===== src/rtl/sb_pkg.sv =====
package sb_pkg;
  typedef enum logic [1:0] {
    OP_IDLE = 2'b00,
    OP_PUSH = 2'b10,
    OP_POP  = 2'b01,
    OP_SWAP = 2'b11
  } q_op_e;
endpackage


===== src/rtl/sb_queue_ctrl.sv =====
module sb_queue_ctrl #(
  parameter int unsigned DEPTH = 4,
  parameter int unsigned PTR_W = 2,
  parameter int unsigned CNT_W = 3
) (
  input  logic                 clk_i,
  input  logic                 rst_ni,
  input  logic                 ins_req_i,
  input  logic                 rem_req_i,
  output logic                 push_o,
  output logic                 pop_o,
  output logic [PTR_W-1:0]     wr_ptr_o,
  output logic [PTR_W-1:0]     rd_ptr_o,
  output logic [CNT_W-1:0]     count_o,
  output logic                 full_o,
  output logic                 empty_o,
  output logic [DEPTH-1:0]     visible_o
);
  import sb_pkg::*;

  localparam int unsigned OFF_W = CNT_W + 1;
  localparam logic [PTR_W-1:0] LAST = PTR_W'(DEPTH - 1);

  logic [PTR_W-1:0] wr_q, rd_q;
  logic [CNT_W-1:0] cnt_q;
  q_op_e            op;

  function automatic logic [PTR_W-1:0] ptr_inc(input logic [PTR_W-1:0] p);
    return (p == LAST) ? '0 : p + PTR_W'(1);
  endfunction

  assign empty_o = (cnt_q == '0);
  assign full_o  = (cnt_q == CNT_W'(DEPTH));
  assign pop_o   = rem_req_i & ~empty_o;
  // a same-cycle pop frees the slot the push needs
  assign push_o  = ins_req_i & (~full_o | pop_o);
  assign op      = q_op_e'({push_o, pop_o});

  always_ff @(posedge clk_i or negedge rst_ni) begin
    if (!rst_ni) begin
      wr_q  <= '0;
      rd_q  <= '0;
      cnt_q <= '0;
    end else begin
      unique case (op)
        OP_PUSH: begin
          wr_q  <= ptr_inc(wr_q);
          cnt_q <= cnt_q + CNT_W'(1);
        end
        OP_POP: begin
          rd_q  <= ptr_inc(rd_q);
          cnt_q <= cnt_q - CNT_W'(1);
        end
        OP_SWAP: begin
          wr_q <= ptr_inc(wr_q);
          rd_q <= ptr_inc(rd_q);
        end
        default: ;
      endcase
    end
  end

  // per-slot age offset from the head; the head is hidden while it is being popped
  for (genvar i = 0; i < DEPTH; i++) begin : g_vis
    logic [OFF_W-1:0] off;
    always_comb begin
      if (OFF_W'(i) >= OFF_W'(rd_q)) off = OFF_W'(i) - OFF_W'(rd_q);
      else                           off = OFF_W'(i) + OFF_W'(DEPTH) - OFF_W'(rd_q);
    end
    assign visible_o[i] = (off < OFF_W'(cnt_q)) && !(pop_o && (off == '0));
  end

  assign wr_ptr_o = wr_q;
  assign rd_ptr_o = rd_q;
  assign count_o  = cnt_q;

  assert_no_overflow_R3: assert property (@(posedge clk_i) disable iff (!rst_ni)
    full_o && ins_req_i && !rem_req_i |=> full_o && $stable(wr_q));

  assert_empty_pop_ignored_R4: assert property (@(posedge clk_i) disable iff (!rst_ni)
    empty_o && rem_req_i && !ins_req_i |=> empty_o && $stable(rd_q));

  assert_push_fills_R2: assert property (@(posedge clk_i) disable iff (!rst_ni)
    push_o && !pop_o |=> !empty_o);

  assert_swap_keeps_count_R3: assert property (@(posedge clk_i) disable iff (!rst_ni)
    push_o && pop_o |=> $stable(cnt_q));
endmodule


===== src/rtl/sb_entry_store.sv =====
module sb_entry_store #(
  parameter int unsigned DEPTH = 4,
  parameter int unsigned IDX_W = 5,
  parameter int unsigned PTR_W = 2
) (
  input  logic                            clk_i,
  input  logic                            rst_ni,
  input  logic                            push_i,
  input  logic [PTR_W-1:0]                wr_ptr_i,
  input  logic                            dst_vld_i,
  input  logic [IDX_W-1:0]                dst_idx_i,
  output logic [DEPTH-1:0]                ent_vld_o,
  output logic [DEPTH-1:0][IDX_W-1:0]     ent_idx_o
);
  for (genvar i = 0; i < DEPTH; i++) begin : g_slot
    logic wr_en;
    assign wr_en = push_i && (wr_ptr_i == PTR_W'(i));
    always_ff @(posedge clk_i or negedge rst_ni) begin
      if (!rst_ni) begin
        ent_vld_o[i] <= 1'b0;
        ent_idx_o[i] <= '0;
      end else if (wr_en) begin
        ent_vld_o[i] <= dst_vld_i;
        ent_idx_o[i] <= dst_idx_i;
      end
    end
  end
endmodule


===== src/rtl/sb_search_port.sv =====
module sb_search_port #(
  parameter int unsigned DEPTH = 4,
  parameter int unsigned IDX_W = 5
) (
  input  logic                        src_vld_i,
  input  logic [IDX_W-1:0]            src_idx_i,
  input  logic [DEPTH-1:0]            visible_i,
  input  logic [DEPTH-1:0]            ent_vld_i,
  input  logic [DEPTH-1:0][IDX_W-1:0] ent_idx_i,
  output logic                        hit_o
);
  logic [DEPTH-1:0] match;
  for (genvar i = 0; i < DEPTH; i++) begin : g_cmp
    assign match[i] = visible_i[i] && ent_vld_i[i] && (ent_idx_i[i] == src_idx_i);
  end
  assign hit_o = src_vld_i && (|match);
endmodule


===== src/rtl/raw_scoreboard.sv =====
module raw_scoreboard #(
  parameter int unsigned DEPTH = 4,
  parameter int unsigned IDX_W = 5
) (
  input  logic             clk_i,
  input  logic             rst_ni,
  input  logic             ins_valid_i,
  input  logic             ins_dst_vld_i,
  input  logic [IDX_W-1:0] ins_dst_idx_i,
  input  logic             rem_valid_i,
  input  logic             src_a_vld_i,
  input  logic [IDX_W-1:0] src_a_idx_i,
  input  logic             src_b_vld_i,
  input  logic [IDX_W-1:0] src_b_idx_i,
  output logic             hazard_a_o,
  output logic             hazard_b_o,
  output logic             full_o,
  output logic             empty_o
);
  localparam int unsigned PTR_W = (DEPTH > 1) ? $clog2(DEPTH) : 1;
  localparam int unsigned CNT_W = $clog2(DEPTH + 1);
  localparam int unsigned N_SRC = 2;

  logic                        push, pop;
  logic [PTR_W-1:0]            wr_ptr, rd_ptr;
  logic [CNT_W-1:0]            count;
  logic [DEPTH-1:0]            visible;
  logic [DEPTH-1:0]            ent_vld;
  logic [DEPTH-1:0][IDX_W-1:0] ent_idx;

  logic [N_SRC-1:0]            s_vld, s_hit;
  logic [N_SRC-1:0][IDX_W-1:0] s_idx;

  sb_queue_ctrl #(.DEPTH(DEPTH), .PTR_W(PTR_W), .CNT_W(CNT_W)) u_ctrl (
    .clk_i     (clk_i),
    .rst_ni    (rst_ni),
    .ins_req_i (ins_valid_i),
    .rem_req_i (rem_valid_i),
    .push_o    (push),
    .pop_o     (pop),
    .wr_ptr_o  (wr_ptr),
    .rd_ptr_o  (rd_ptr),
    .count_o   (count),
    .full_o    (full_o),
    .empty_o   (empty_o),
    .visible_o (visible)
  );

  sb_entry_store #(.DEPTH(DEPTH), .IDX_W(IDX_W), .PTR_W(PTR_W)) u_store (
    .clk_i     (clk_i),
    .rst_ni    (rst_ni),
    .push_i    (push),
    .wr_ptr_i  (wr_ptr),
    .dst_vld_i (ins_dst_vld_i),
    .dst_idx_i (ins_dst_idx_i),
    .ent_vld_o (ent_vld),
    .ent_idx_o (ent_idx)
  );

  assign s_vld = {src_b_vld_i, src_a_vld_i};
  assign s_idx = {src_b_idx_i, src_a_idx_i};

  for (genvar p = 0; p < N_SRC; p++) begin : g_port
    sb_search_port #(.DEPTH(DEPTH), .IDX_W(IDX_W)) u_srch (
      .src_vld_i (s_vld[p]),
      .src_idx_i (s_idx[p]),
      .visible_i (visible),
      .ent_vld_i (ent_vld),
      .ent_idx_i (ent_idx),
      .hit_o     (s_hit[p])
    );
  end

  assign hazard_a_o = s_hit[0];
  assign hazard_b_o = s_hit[1];

  assert_empty_no_hazard_R1: assert property (@(posedge clk_i) disable iff (!rst_ni)
    empty_o |-> !hazard_a_o && !hazard_b_o);

  assert_removed_not_seen_R7: assert property (@(posedge clk_i) disable iff (!rst_ni)
    (count == CNT_W'(1)) && rem_valid_i |-> !hazard_a_o && !hazard_b_o);

  assert_search_pure_R11: assert property (@(posedge clk_i) disable iff (!rst_ni)
    !ins_valid_i && !rem_valid_i |=> $stable(count) && $stable(rd_ptr) && $stable(wr_ptr));

  assert_unused_src_R5: assert property (@(posedge clk_i) disable iff (!rst_ni)
    !src_a_vld_i |-> !hazard_a_o);

  assert_unused_src_R6: assert property (@(posedge clk_i) disable iff (!rst_ni)
    !src_b_vld_i |-> !hazard_b_o);
endmodule


===== config.mk =====
export PLATFORM = sky130hd
export DESIGN_NAME = raw_scoreboard
export DESIGN_NICKNAME = d
export VERILOG_FILES = /design/src/rtl/sb_pkg.sv /design/src/rtl/sb_queue_ctrl.sv /design/src/rtl/sb_entry_store.sv /design/src/rtl/sb_search_port.sv /design/src/rtl/raw_scoreboard.sv
export SDC_FILE = /design/constraint.sdc
export NUM_CORES = 1
export LEC_CHECK = 0
export BUFFER_PORTS_ARGS = -buffer_cell sky130_fd_sc_hd__buf_4
export CAP_MARGIN = 20
export CORE_ASPECT_RATIO = 0.8
export CORE_MARGIN = 3
export CORE_UTILIZATION = 33
export CTS_CLUSTER_SIZE = 10
export DETAILED_ROUTE_END_ITERATION = 10
export PLACE_DENSITY = 0.52
export SLEW_MARGIN = 20
export SYNTH_ARGS = -nofsm -noshare
export SYNTH_HDL_FRONTEND = slang
export SYNTH_HIERARCHICAL = 1
export SYNTH_SLANG_ARGS = --single-unit

===== constraint.sdc =====
create_clock -name clk_i -period 2.45 [get_ports clk_i]
set_input_delay 0.49 -clock clk_i [delete_from_list [all_inputs] [get_ports clk_i]]
set_output_delay 0.49 -clock clk_i [all_outputs]
set_load 0.02 [all_outputs]

==> flow_summary.ini <==
[outcome]
status = finished, violations left
violations = negative setup slack

[synthesis]
synth.distinct_cells = 39
synth_nets = 232
synth-seq-cells = 31
synth.cell_area_um2 = 2182
async_reset_ff_share_pct = 100.0
syn-mean-instance-area_um2 = 11.19
ys.flop_type = dfrtp_1
synth-seq-area-share_pct = 35.55
synth_warnings = 6
synthCells = 195
synth_edf_count = 0

[cts]
numCtsBuffers = 5
htreeDepth = 2
clk_pin_slew_worst_paths_ns = 0.07
clock-root-buffer = clkbuf_8
cts_sinks = 31
tritoncts = done
cts_buffer_depth = 2
insertion_delay_ns = 0.28

[layout]
nets = 274
num_antenna_cells = 0
final_layout_size_suffix_gt1_share_pct = 38.66
syn2layout_area_growth_pct = 23.97
fin_util_pct = 43.90
stdcell_count = 319

[timing]
worst_hold_slack_ns = 0.1333
finalCritPeriodShare_pct = 113.7
clock_skew_ns = 0.004706
setup_violations = 2
worst_pin_slew_ns = 0.4831
setup_ws_ns = -0.3352
hold_viol = 0
slew_headroom_pct = 67.70
min_period_ns = 2.785
drv_slew = 0
rsz0062_at_grt = yes
fmax_mhz = 359.0

[floorplanning]
die_w_um = 96.92
rows = 25
coreArea_um2 = 6162
start_util_pct = 35.41
pin_count = 26
die_h_um = 78.73
die-area_um2 = 7630

[placement]
place_congestion = 0.8112
portBuffers = 25
dp.cells = 310
dp_hpwl_um = 3794

[power]
p_per_area_nw_per_um2 = 1204
irDropWorstVdd_uv = 344.1
power_mw = 3.258
p_leak_nw = 1.186

[worst_setup_path]
crit_required_ns = 1.96
crit_fanout = 4
rrSetupSlack_ns = 0.27
arrival_ns = 2.30
end_kind = output port
cp-start-kind = flip-flop
setup.worst_path.class = flip-flop to output port

[global_routing]
grt.total_usage_pct = 13.79
antenna_found_initial = 0
grt_pass1_wl_um = 8169
grt-ovfl-total = 0
grt_pass1_vias = 1540
grt_max_degree = 32

[detailed_routing]
route.detailed.drc = 0
drt-pass1-iter-count = 4
drt-total-wl_um = 5000
drt.antenna.violating_nets = 0
vias_per_cell = 4.824
drt-initial-drc-count = 43
vias = 1539
wl_per_cell_um = 15.67

[hold_path]
hp-class = input pin to async pin

[job]
maxCapViolCount = 0
-- path summary, 6_finish.rpt --
| path | from | endpoint | cells after the start |
|---|---|---|---|
| max | u_ctrl/rd_ptr_o[1] | hazard_b_o | 9 |
| max in group asynchronous | rst_ni | u_store/ent_idx_o[16] | 1 |
| min reg2reg | u_store/ent_vld_o[0] | u_store/ent_vld_o[0] | 1 |
| min in group clk_i | ins_dst_idx_i[3] | u_store/ent_idx_o[13] | 2 |
| max reg2reg | u_ctrl/count_o[2] | u_store/ent_idx_o[15] | 6 |
| min | rst_ni | u_store/ent_idx_o[18] | 1 |
-- critical path, cell delays in order, from the launching register on --
cell      delay [ns]
dfrtp_1         0.39
inv_2           0.14
ha_4            0.24
inv_4           0.06
ha_4            0.19
a21o_1          0.18
a221oi_2        0.27
nand4_1         0.16
a41oi_2         0.22
buf_4           0.17
-- layout make-up --
type	count	area, um2
fillers	586	3457
multi-input cells	146	1388
flip-flops and latches	31	775.7
repair buffers	40	304.0
well taps	81	101.3
clock buffers	6	72.57
inverters	13	51.30
clock inverters	2	12.51
-- what timing repair did --
item,in CTS,in global routing
buffers inserted,1,0
setup endpoints to repair,2,2
endpoints found under the hold margin,0,0
pin swaps,10,10
resized for setup,10,6
hold buffers,0,0
-- layout by cell type (no fill, tap or decap), types with 5 or more instances in the layout --
| cell | netlist | routed |
|---|---|---|
| buf_4 | 2 | 39 |
| xor2_1 | 33 | 33 |
| dfrtp_1 | 31 | 31 |
| mux2_2 | 24 | 24 |
| xnor2_1 | 9 | 9 |
| inv_1 | 13 | 9 |
| nor4_1 | 8 | 8 |
| nand4_1 | 8 | 8 |
| ha_1 | 14 | 7 |
| clkbuf_8 | 0 | 5 |
| nor2_1 | 5 | 5 |
| ha_4 | 0 | 5 |
-- Yosys cell counts (2+ instances only) --
| master | instances | area [um2] |
|---|---|---|
| a21oi_1 | 4 | 20.02 |
| a2bb2oi_1 | 2 | 17.52 |
| a41oi_2 | 2 | 32.53 |
| and2_1 | 2 | 12.51 |
| and3_1 | 2 | 12.51 |
| buf_4 | 2 | 15.01 |
| buf_6 | 2 | 22.52 |
| dfrtp_1 | 31 | 775.7 |
| ha_1 | 14 | 175.2 |
| inv_1 | 13 | 48.80 |
| mux2_1 | 2 | 22.52 |
| mux2_2 | 24 | 270.3 |
| nand2_1 | 4 | 15.01 |
| nand2b_1 | 3 | 18.77 |
| nand3b_2 | 2 | 22.52 |
| nand4_1 | 8 | 50.05 |
| nor2_1 | 5 | 18.77 |
| nor4_1 | 8 | 50.05 |
| o21ai_0 | 4 | 20.02 |
| or3b_1 | 2 | 17.52 |
| xnor2_1 | 9 | 78.83 |
| xor2_1 | 33 | 289.0 |
-- cells by family after synthesis --
group / synth area share, %
flops: 35.55
compound gates: 9.118
buf+inv: 4.185
simple gates: 11.93
xor+xnor: 16.86
mux: 13.42
fa+ha+maj: 8.945
-- sequential cells by signal, summed over array words and instances, names as in the netlist --
signal and flops:
u_store/ent_idx_o 20, u_store/ent_vld_o 4, u_ctrl/count_o 3, u_ctrl/rd_ptr_o 2
u_ctrl/wr_ptr_o 2
-- metrics by stage --
| stage | cell area [um2] | setup slack [ns] | setup TNS [ns] |
|---|---|---|---|
| detailed placement | 2536 | -0.03841 | -0.05562 |
| CTS | 2683 | -0.3007 | -0.6009 |
| global route | 2705 | -0.4319 | -0.8477 |
| finish | 2705 | -0.3352 | -0.6270 |
| global placement | 2536 | 0.009975 | 0 |
| floorplan | 2185 | 0.02149 | 0 |
-- metal layers --
layer	share of wire, %	track usage, %	up-vias
li1	-	-	769
met1	54	21.45	740
met2	42	18.53	24
met3	2.9	2.546	6
met4	1.6	5.189	0
met5	0	0	-
-- report_power, final --
part	internal [mW]	switching (mW)
clock	0.198	0.194
combinational	0.962	0.838
sequential	0.779	0.287
total	1.94	1.32
Power figures use the tool's default switching activity.
